### src/rtl/pio_pkg.sv
package pio_pkg;

    localparam int ADDR_W = 2;
    localparam int CMD_W  = 2;

    localparam logic [ADDR_W-1:0] REG_STATUS = 2'd0;
    localparam logic [ADDR_W-1:0] REG_CTRL   = 2'd1;
    localparam logic [ADDR_W-1:0] REG_DIN    = 2'd2;
    localparam logic [ADDR_W-1:0] REG_DOUT   = 2'd3;

    localparam logic [CMD_W-1:0] OP_WRITE = 2'b01;
    localparam logic [CMD_W-1:0] OP_READ  = 2'b10;

    typedef enum logic [2:0] {
        S_IDLE,
        S_CLAIM,
        S_SEND,
        S_RECV,
        S_DONE,
        S_FAULT,
        S_RELEASE
    } pio_state_e;

endpackage

### src/rtl/pio_regs.sv
module pio_regs
    import pio_pkg::*;
#(
    parameter int DATA_W = 8
) (
    input  logic              clk,
    input  logic              rst_n,
    input  logic [ADDR_W-1:0] host_addr,
    input  logic              host_wr,
    input  logic              host_rd,
    input  logic [DATA_W-1:0] host_wdata,
    output logic [DATA_W-1:0] host_rdata,
    input  logic              busy,
    input  logic              err,
    input  logic              clr_rdy,
    input  logic              din_load,
    input  logic [DATA_W-1:0] din_byte,
    output logic              cmd_rdy,
    output logic [CMD_W-1:0]  cmd_code,
    output logic [DATA_W-1:0] dout_q,
    output logic              avail
);

    localparam int PAD_W = DATA_W - 3;

    logic [DATA_W-1:0] din_q;
    logic              wr_ctrl;
    logic              wr_dout;
    logic              rd_din;

    // Host writes only land while the controller is idle
    assign wr_ctrl = host_wr && !busy && (host_addr == REG_CTRL);
    assign wr_dout = host_wr && !busy && (host_addr == REG_DOUT);
    assign rd_din  = host_rd && (host_addr == REG_DIN);

    always_ff @(posedge clk) begin
        if (!rst_n) begin
            cmd_rdy  <= 1'b0;
            cmd_code <= '0;
        end else if (clr_rdy) begin
            cmd_rdy  <= 1'b0;
        end else if (wr_ctrl) begin
            cmd_rdy  <= host_wdata[0];
            cmd_code <= host_wdata[CMD_W:1];
        end
    end

    always_ff @(posedge clk) begin
        if (!rst_n) begin
            dout_q <= '0;
        end else if (wr_dout) begin
            dout_q <= host_wdata;
        end
    end

    always_ff @(posedge clk) begin
        if (!rst_n) begin
            din_q <= '0;
            avail <= 1'b0;
        end else if (din_load) begin
            din_q <= din_byte;
            avail <= 1'b1;
        end else if (rd_din) begin
            avail <= 1'b0;
        end
    end

    always_comb begin
        unique case (host_addr)
            REG_STATUS: host_rdata = {{PAD_W{1'b0}}, avail, err, busy};
            REG_CTRL:   host_rdata = {{PAD_W{1'b0}}, cmd_code, cmd_rdy};
            REG_DIN:    host_rdata = din_q;
            REG_DOUT:   host_rdata = dout_q;
            default:    host_rdata = '0;
        endcase
    end

endmodule

### src/rtl/pio_fsm.sv
module pio_fsm
    import pio_pkg::*;
#(
    parameter int DATA_W = 8
) (
    input  logic              clk,
    input  logic              rst_n,
    input  logic              cmd_rdy,
    input  logic [CMD_W-1:0]  cmd_code,
    input  logic [DATA_W-1:0] dout_q,
    output logic              busy,
    output logic              err,
    output logic              clr_rdy,
    output logic              din_load,
    output logic [DATA_W-1:0] din_byte,
    output logic [DATA_W-1:0] dev_out_data,
    output logic              dev_out_valid,
    input  logic              dev_out_ready,
    input  logic [DATA_W-1:0] dev_in_data,
    input  logic              dev_in_valid,
    output logic              dev_in_ready
);

    pio_state_e state_q, state_d;

    // State register
    always_ff @(posedge clk) begin
        if (!rst_n) state_q <= S_IDLE;
        else        state_q <= state_d;
    end

    // Error flag: settled in DONE or FAULT, held otherwise
    always_ff @(posedge clk) begin
        if (!rst_n)                  err <= 1'b0;
        else if (state_q == S_DONE)  err <= 1'b0;
        else if (state_q == S_FAULT) err <= 1'b1;
    end

    // Next-state logic
    always_comb begin
        state_d = state_q;
        unique case (state_q)
            S_IDLE:    if (cmd_rdy) state_d = S_CLAIM;
            S_CLAIM: begin
                if (cmd_code == OP_WRITE)     state_d = S_SEND;
                else if (cmd_code == OP_READ) state_d = S_RECV;
                else                          state_d = S_FAULT;
            end
            S_SEND:    if (dev_out_ready) state_d = S_DONE;
            S_RECV:    if (dev_in_valid)  state_d = S_DONE;
            S_DONE:    state_d = S_RELEASE;
            S_FAULT:   state_d = S_RELEASE;
            S_RELEASE: state_d = S_IDLE;
            default:   state_d = S_IDLE;
        endcase
    end

    // Outputs decoded from the current state
    always_comb begin
        busy          = 1'b1;
        clr_rdy       = 1'b0;
        din_load      = 1'b0;
        dev_out_valid = 1'b0;
        dev_in_ready  = 1'b0;
        unique case (state_q)
            S_IDLE:    busy = 1'b0;
            S_CLAIM:   ;
            S_SEND:    dev_out_valid = 1'b1;
            S_RECV: begin
                dev_in_ready = 1'b1;
                din_load     = dev_in_valid;
            end
            S_DONE:    clr_rdy = 1'b1;
            S_FAULT:   clr_rdy = 1'b1;
            S_RELEASE: ;
            default:   busy = 1'b0;
        endcase
    end

    assign dev_out_data = dout_q;
    assign din_byte     = dev_in_data;

endmodule

### src/rtl/pio_port.sv
module pio_port
    import pio_pkg::*;
#(
    parameter int DATA_W = 8
) (
    input  logic              clk,
    input  logic              rst_n,
    input  logic [ADDR_W-1:0] host_addr,
    input  logic              host_wr,
    input  logic              host_rd,
    input  logic [DATA_W-1:0] host_wdata,
    output logic [DATA_W-1:0] host_rdata,
    output logic [DATA_W-1:0] dev_out_data,
    output logic              dev_out_valid,
    input  logic              dev_out_ready,
    input  logic [DATA_W-1:0] dev_in_data,
    input  logic              dev_in_valid,
    output logic              dev_in_ready
);

    logic              busy;
    logic              err;
    logic              clr_rdy;
    logic              din_load;
    logic [DATA_W-1:0] din_byte;
    logic              cmd_rdy;
    logic [CMD_W-1:0]  cmd_code;
    logic [DATA_W-1:0] dout_q;
    logic              avail;

    pio_regs #(.DATA_W(DATA_W)) u_regs (
        .clk        (clk),
        .rst_n      (rst_n),
        .host_addr  (host_addr),
        .host_wr    (host_wr),
        .host_rd    (host_rd),
        .host_wdata (host_wdata),
        .host_rdata (host_rdata),
        .busy       (busy),
        .err        (err),
        .clr_rdy    (clr_rdy),
        .din_load   (din_load),
        .din_byte   (din_byte),
        .cmd_rdy    (cmd_rdy),
        .cmd_code   (cmd_code),
        .dout_q     (dout_q),
        .avail      (avail)
    );

    pio_fsm #(.DATA_W(DATA_W)) u_fsm (
        .clk           (clk),
        .rst_n         (rst_n),
        .cmd_rdy       (cmd_rdy),
        .cmd_code      (cmd_code),
        .dout_q        (dout_q),
        .busy          (busy),
        .err           (err),
        .clr_rdy       (clr_rdy),
        .din_load      (din_load),
        .din_byte      (din_byte),
        .dev_out_data  (dev_out_data),
        .dev_out_valid (dev_out_valid),
        .dev_out_ready (dev_out_ready),
        .dev_in_data   (dev_in_data),
        .dev_in_valid  (dev_in_valid),
        .dev_in_ready  (dev_in_ready)
    );

endmodule

### config.mk
export PLATFORM = sky130hd
export DESIGN_NAME = pio_port
export DESIGN_NICKNAME = d
export VERILOG_FILES = /design/src/rtl/pio_pkg.sv /design/src/rtl/pio_regs.sv /design/src/rtl/pio_fsm.sv /design/src/rtl/pio_port.sv
export SDC_FILE = /design/constraint.sdc
export NUM_CORES = 1
export LEC_CHECK = 0
export BUFFER_PORTS_ARGS = -buffer_cell sky130_fd_sc_hd__buf_2
export CORE_UTILIZATION = 44
export DETAILED_ROUTE_END_ITERATION = 8
export PLACE_DENSITY = 0.83
export SLEW_MARGIN = 20
export SYNTH_ARGS = -nofsm -noshare
export SYNTH_HDL_FRONTEND = slang
export SYNTH_SLANG_ARGS = --single-unit
### constraint.sdc
create_clock -name clk -period 1.5 [get_ports clk]
set_input_delay 0.075 -clock clk [delete_from_list [all_inputs] [get_ports clk]]
set_output_delay 0.075 -clock clk [all_outputs]
set_load 0.02 [all_outputs]
==> results by group, run 1 <==
Status
  • Status: finished with violations
  • Failing checks: negative setup slack

Routing
  • DR vias: ~1,200
  • Antenna-violating nets left: 0
  • Total routed wirelength: between 3 and 4 mm
  • Wire length per cell: 14.6 microns
  • DRT Pass-1 Iters: 4
  • Residual DRC count: 0
  • DR iter-0 viols: 31
  • Vias per inst: about 5.4

Critical path
  • FF-to-FF Start: u_fsm.state_q[2]
  • Worst Path Arrival: approximately 1.8 ns
  • CP Max Fanout: 2
  • Startpoint Class: flip-flop
  • Worst endpoint required time: 1.42 ns
  • Crit end category: primary output
  • Worst setup path startpoint: u_fsm.state_q[2]
  • Critical path class: flip-flop to primary output

Cells and area
  • Fill cells: 223
  • Reg area: 483 sq um
  • Fin util: a little under two thirds
  • Ant. Diodes: 0
  • Ratio of cells with drive above 1 in the final layout: 33.0%
  • Layout overhead on the synthesized area: 34.5%
  • Nets: 215
  • Final Non-Filler Cells: between 200 and 250
  • Finished Cell Area: around 0.0016 sq mm
  • Multi-input gate area: roughly 670 sq um

Floorplanning
  • Ports: 42
  • DIE HEIGHT: 54.1 microns
  • Total die area: 0.00293 sq mm
  • Die Wd: roughly 54 microns
  • Core area: roughly 0.0025 sq mm
  • Starting density of the core: 47.4%
  • Std cell rows: 18

Placed design
  • # port buffers: a little over 40
  • Area after DPL: 0.00147 sq mm
  • HPWL after DPL: about 2.2 mm
  • Pre-CTS setup slack: -0.0239 ns
  • Final GP Congestion: ~0.8
  • Placed Cells: 205

Global routing
  • Antenna violations before repair: 0
  • Largest net degree at the start of global routing: 22
  • Total GRT Usage: 23.0%
  • First-pass GRT wire length: between 4 and 5 mm
  • GRT overflow: 0
  • Vias in the first global route: 1,082

Power
  • Peak supply drop: 0.751 mV
  • Pwr dens: 743 mW/mm^2
  • Leakage: 0.701 nW

Min path
  • Hold crit path type: input pin to flip-flop
  • Hold Path Origin: dev_in_data[2]

CTS
  • Clk sinks: 24
  • CTS tree: done
  • CTS clk-pin slew, worst paths: 0.12 ns
  • Postcts setup bufs: 0
  • Root Driver: clkbuf_4
  • Bufs on Longest Clock Path: 2
  • Clk_lat worst skew: 0.31 ns
  • CTS Buf Count: 3
  • H-tree levels: 1

Logic synthesis
  • Post-synth EDFFs: 0
  • Synthesis Warnings: 0
  • Cell area after synthesis: 0.00119 sq mm
  • Sequential area share after synthesis: between 40% and 50%
  • Syn avg cell area: approximately 9 sq um
  • Post-synth ARST share: 0%
  • Top FF cell, synth: dfxtp_1
  • #FFs+latches synth: 24
  • Top-count cell post-synth: nand2_1
  • Top post-synthesis cells by area: dfxtp_1 40%, mux2i_1 15%, nand2_1 12%
  • Most frequent cells after synthesis: 37 x nand2_1, 24 x dfxtp_1, 18 x mux2i_1, 10 x a21oi_1, 7 x clkbuf_1
  • Syn nets: 160
  • Post-synth top area cell: dfxtp_1
  • Synth unique cells: 25
  • Share of the synthesized area in the top cell type: 40.2%
  • Syn Inst Count: 135

STA
  • RSZ-0062 raised after global routing: true
  • Setup Viol. Count Final: 1
  • Final min period: between 1.5 and 2 ns
  • Achievable Freq: 540 MHz
  • Measured slew at the worst slew-check pin: around 0.42 ns
  • Final hold slack: between 0.001 and 0.0015 ns
  • Rel. slew slack: 71.9%
  • Worst setup margin: -0.351 ns
  • Tcrit/Tclk final: 123%
  • Final slew viol count: 0
  • Max Clock Skew: 0.00204 ns
  • Fin. Hold Viols: 0

Run
  • MaxCap Viol Count: 0
[state kept, by name, indices dropped and copies added (netlist names)]
register / cells
u_regs.cmd_rdy: 1
u_regs.avail: 1
u_regs.dout_q: 8
u_regs.din_q: 8
u_regs.cmd_code: 2
u_fsm.err: 1
u_fsm.state_q: 3
[per-stage QoR]
step	power [mW]	TNS, ns
6_report	1.19	-0.351
5_1_grt	1.25	-0.477
4_1_cts	1.20	-0.353
3_5_place_dp	0.903	-0.0239
3_3_place_gp	0.893	0
2_1_floorplan	0.817	-0.0452
[repair_timing]
action,CTS,global route
pin swaps,2,1
endpoints found under the setup margin,1,4
hold buffers,9,1
gates resized for setup,3,3
endpoints found under the hold margin,9,1
[layer usage]
metal	wire [microns]	global-route usage, %
met3	160	7.06
met4	29	6.41
met2	1700	39.1
met1	1290	27.8
met5	0	0
[power by group]
part           leakage (nW)  internal, mW  switching, mW  total (mW)
logic                 0.492         0.128          0.124       0.251
clock network        0.0138        0.0940          0.180       0.274
registers             0.195         0.656         0.0123       0.668
[layout make-up]
cell class | instances | share of cell area, %
Tap cell | 30 | 2.34
Multi-Input combinational cell | 100 | 41.8
Sequential cell | 24 | 30.1
Timing Repair Buffer | 59 | 23.9
Clock buffer | 3 | 1.40
Inverter | 2 | 0.467
[worst max-delay path: stages (launching register included)]
cell and delay (ns):
dfxtp_2 0.34, or3_4 0.38, and2_4 0.14, mux4_2 0.46, buf_6 0.15
[kinds of logic (layout without fill, tap and decap cells)]
kind of cell,count (synthesis),after routing,synth area share [%]
and+or+nand+nor,61,61,24.9
adders and majority gates,1,1,1.05
muxes,21,21,20.7
buffers and inverters,11,64,4.19
AOI/OAI and AO/OA,17,17,8.90
DFF,24,24,40.2
[layout by cell type, fill, tap and decap left out, drive strengths merged]
| cell | count |
|---|---|
| o21ai | 3 |
| mux2i | 18 |
| dfxtp | 24 |
| dlygate4sd3 | 10 |
| nand3 | 4 |
| nor2 | 2 |
| buf | 49 |
| nand2 | 37 |
| or3 | 1 |
| nor3 | 1 |
| mux4 | 3 |
| nor2b | 6 |
| clkbuf | 3 |
| and4b | 1 |
| inv | 2 |
| nor3b | 3 |
| and2 | 1 |
| a21oi | 11 |
| nand4b | 1 |
| and3b | 2 |
| a31oi | 2 |
| nand2b | 2 |
| ha | 1 |
| a211oi | 1 |
[path summary, 6_finish.rpt]
kind                   endpoint  slack [ns]  cells past startpoint
max               host_rdata[0]       -0.35                      4
min             u_regs.din_q[2]       0.001                      3
max reg2reg  u_regs.cmd_code[0]        0.02                      5
min reg2reg     u_regs.din_q[1]        0.47                      2
Note: power is estimated with default switching activity, not from simulation.
==> run 2: changes to the inputs <==
ABC_AREA = 1   (was unset)
CORE_UTILIZATION = 45   (was 44)
==> results by group, run 2 <==
Status
  • Status: finished with violations
  • Failing checks: negative setup slack

STA
  • Max Clock Skew: 0.00340 ns
  • Final hold slack: about 0.00094 ns
  • Setup TNS: -0.0357 ns
  • Rel. slew slack: 75.2%
  • Final min period: 1.54 ns
  • Measured slew at the worst slew-check pin: 0.371 ns
  • Final slew viol count: 0
  • Tcrit/Tclk final: 102%
  • Achievable Freq: approximately 650 MHz
  • Fin. Hold Viols: 0
  • Worst setup margin: -0.0357 ns
  • Setup Viol. Count Final: 1
  • RSZ-0062 raised after global routing: true

Routing
  • DRT Pass-1 Iters: 4
  • Vias per inst: 5.21
  • Total routed wirelength: 3.39 mm
  • Residual DRC count: 0
  • Antenna-violating nets left: 0
  • Wire length per cell: ~13 microns
  • DR iter-0 viols: 58
  • DR vias: approximately 1,400

Floorplanning
  • Core area: 0.00276 sq mm
  • Starting density of the core: between 40% and 50%
  • Total die area: 0.00314 sq mm
  • Die Wd: roughly 56 microns
  • Ports: 42
  • DIE HEIGHT: about 56 microns
  • Std cell rows: 19

Min path
  • Hold path endpoint: u_regs.din_q[6]
  • Number of instances on the worst hold path: 3
  • Hold crit path type: input pin to flip-flop
  • Hold Path Origin: dev_in_data[6]

CTS
  • CTS Buf Count: 3
  • CTS clk-pin slew, worst paths: 0.14 ns
  • Root Driver: clkbuf_4
  • CTS tree: done
  • Clk_lat worst skew: 0.33 ns
  • Clk sinks: 24
  • Bufs on Longest Clock Path: 2
  • H-tree levels: 1

Critical path
  • Worst Path Arrival: 1.46 ns
  • Cell repeated most along the worst path: nand2_8
  • Worst reg2reg endpoint: u_regs.dout_q[3]
  • Critical path class: flip-flop to primary output
  • Buffer and inverter count on the worst path: 2
  • Crit end category: primary output
  • CP max stage delay: between 0.3 and 0.4 ns
  • Top delay family on crit path: flip-flops
  • R2r worst-path depth: 8
  • Critical path's slowest cell: dfxtp_4
  • Worst setup path startpoint: u_fsm.state_q[1]
  • Ordered cell list for the critical path: buf_12, nand2_8, nand2_8, o21ai_4, o2111ai_2, buf_4
  • Worst endpoint required time: 1.42 ns
  • Startpoint Class: flip-flop
  • CP Max Fanout: 5
  • FF-to-FF Start: u_fsm.state_q[1]
  • Flop-to-flop setup slack: 0.19 ns

Cells and area
  • Finished Cell Area: around 0.0017 sq mm
  • Ant. Diodes: 0
  • Layout overhead on the synthesized area: 30.5%
  • Fin util: 62.3%
  • Most common cell after layout, fill and taps aside: buf_2
  • Biggest regs: u_regs.din_q: 8 flops, u_regs.dout_q: 8 flops, u_fsm.state_q: 3 flops
  • Ratio of cells with drive above 1 in the final layout: a little under two fifths
  • Commonest cells after routing, fill and taps aside: 40 x buf_2, 32 x nand2_1, 30 x nor2_1
  • Final Non-Filler Cells: 262
  • Nets: 257

Logic synthesis
  • Post-synth ARST share: 0%
  • Synthesis Warnings: 0
  • Syn nets: roughly 210
  • Most frequent cells after synthesis: 32 x nand2_1, 30 x nor2_1, 25 x inv_1, 24 x dfxtp_1, 15 x nand4_1
  • Syn avg cell area: 7.19 sq um
  • Top post-synthesis cells by area: dfxtp_1 37%, nand2_1 9.1%, nor2_1 8.6%
  • Cell area after synthesis: 0.00132 sq mm
  • Syn Inst Count: 183
  • Share of the synthesized area in the top cell type: around 37%
  • Top-count cell post-synth: nand2_1
  • #FFs+latches synth: 24
  • Post-synth EDFFs: 0
  • Synth unique cells: 27
  • Post-synth top area cell: dfxtp_1
  • Sequential area share after synthesis: a little over a third
  • Top FF cell, synth: dfxtp_1

Placed design
  • Placed Cells: 250
  • Final GP Congestion: 0.861
  • HPWL after DPL: 2.20 mm
  • Pre-CTS setup slack: 0.224 ns
  • Area after DPL: 0.00152 sq mm
  • # port buffers: 41

Global routing
  • Vias in the first global route: roughly 1,200
  • Total GRT Usage: 20.5%
  • GRT overflow: 0
  • Largest net degree at the start of global routing: 20
  • Antenna violations before repair: 0
  • First-pass GRT wire length: 5.10 mm

Power
  • Leakage: 0.816 nW
  • Tot Pwr: between 1.5 and 2 mW
  • Pwr dens: 890 mW/mm^2
  • Peak supply drop: around 0.58 mV

Run
  • MaxCap Viol Count: 0
run 2: worst max path at each step:
| stage | endpoint | slack (ns) | cells after the start |
|---|---|---|---|
| 4_1_cts | host_rdata[0] | 0.001 | 6 |
| 6_report | host_rdata[0] | -0.04 | 6 |
| 5_1_grt | host_rdata[0] | -0.06 | 6 |
| 3_3_place_gp | host_rdata[0] | 0.25 | 6 |
| 3_5_place_dp | u_regs.cmd_code[0] | 0.22 | 7 |
| 2_1_floorplan | u_regs.din_q[7] | 0.33 | 6 |
run 2: logic make-up after synthesis:
group                      count (synthesis)  synth area share, %
AOI/OAI and AO/OA                         29                 14.9
buffers and inverters                     38                 12.8
and+or+nand+nor                           91                 34.7
adders and majority gates                  1                0.951
DFF                                       24                 36.5
run 2: power by group:
part / internal (mW) / leakage, nW / total [mW] / switching [mW]
sequential: 0.664 / 0.197 / 0.692 / 0.0282
combinational: 0.139 / 0.591 / 0.354 / 0.216
clock: 0.271 / 0.0279 / 0.482 / 0.212
total: 1.07 / 0.816 / 1.53 / 0.455
run 2: final cells by class:
type                    instances  area [sq um]
flip-flops and latches         24           492
inverters                      32           128
multi-input cells             121           716
well taps                      31          38.8
clock buffers                   3          22.5
repair buffers                 50           290
clock inverters                 1          30.0
fillers                       244          1040
run 2: layer usage:
metal / global-route usage (%) / wire [microns]
met5: 0 / 0
met4: 10.8 / 94
met3: 2.09 / 159
met2: 34.2 / 1630
met1: 25.9 / 1510
run 2: worst min-delay path, cell delays in order:
cell     delay (ns)
buf_2          0.07
o21ai_1        0.07
a21oi_2        0.09
run 2: what timing repair did:
item | CTS | global route
pin swaps | 1 | 5
resized for setup | 15 | 4
hold buffers | 1 | 0
hold endpoints to repair | 1 | 0
setup endpoints to repair | 1 | 1
setup buffers | 0 | 7
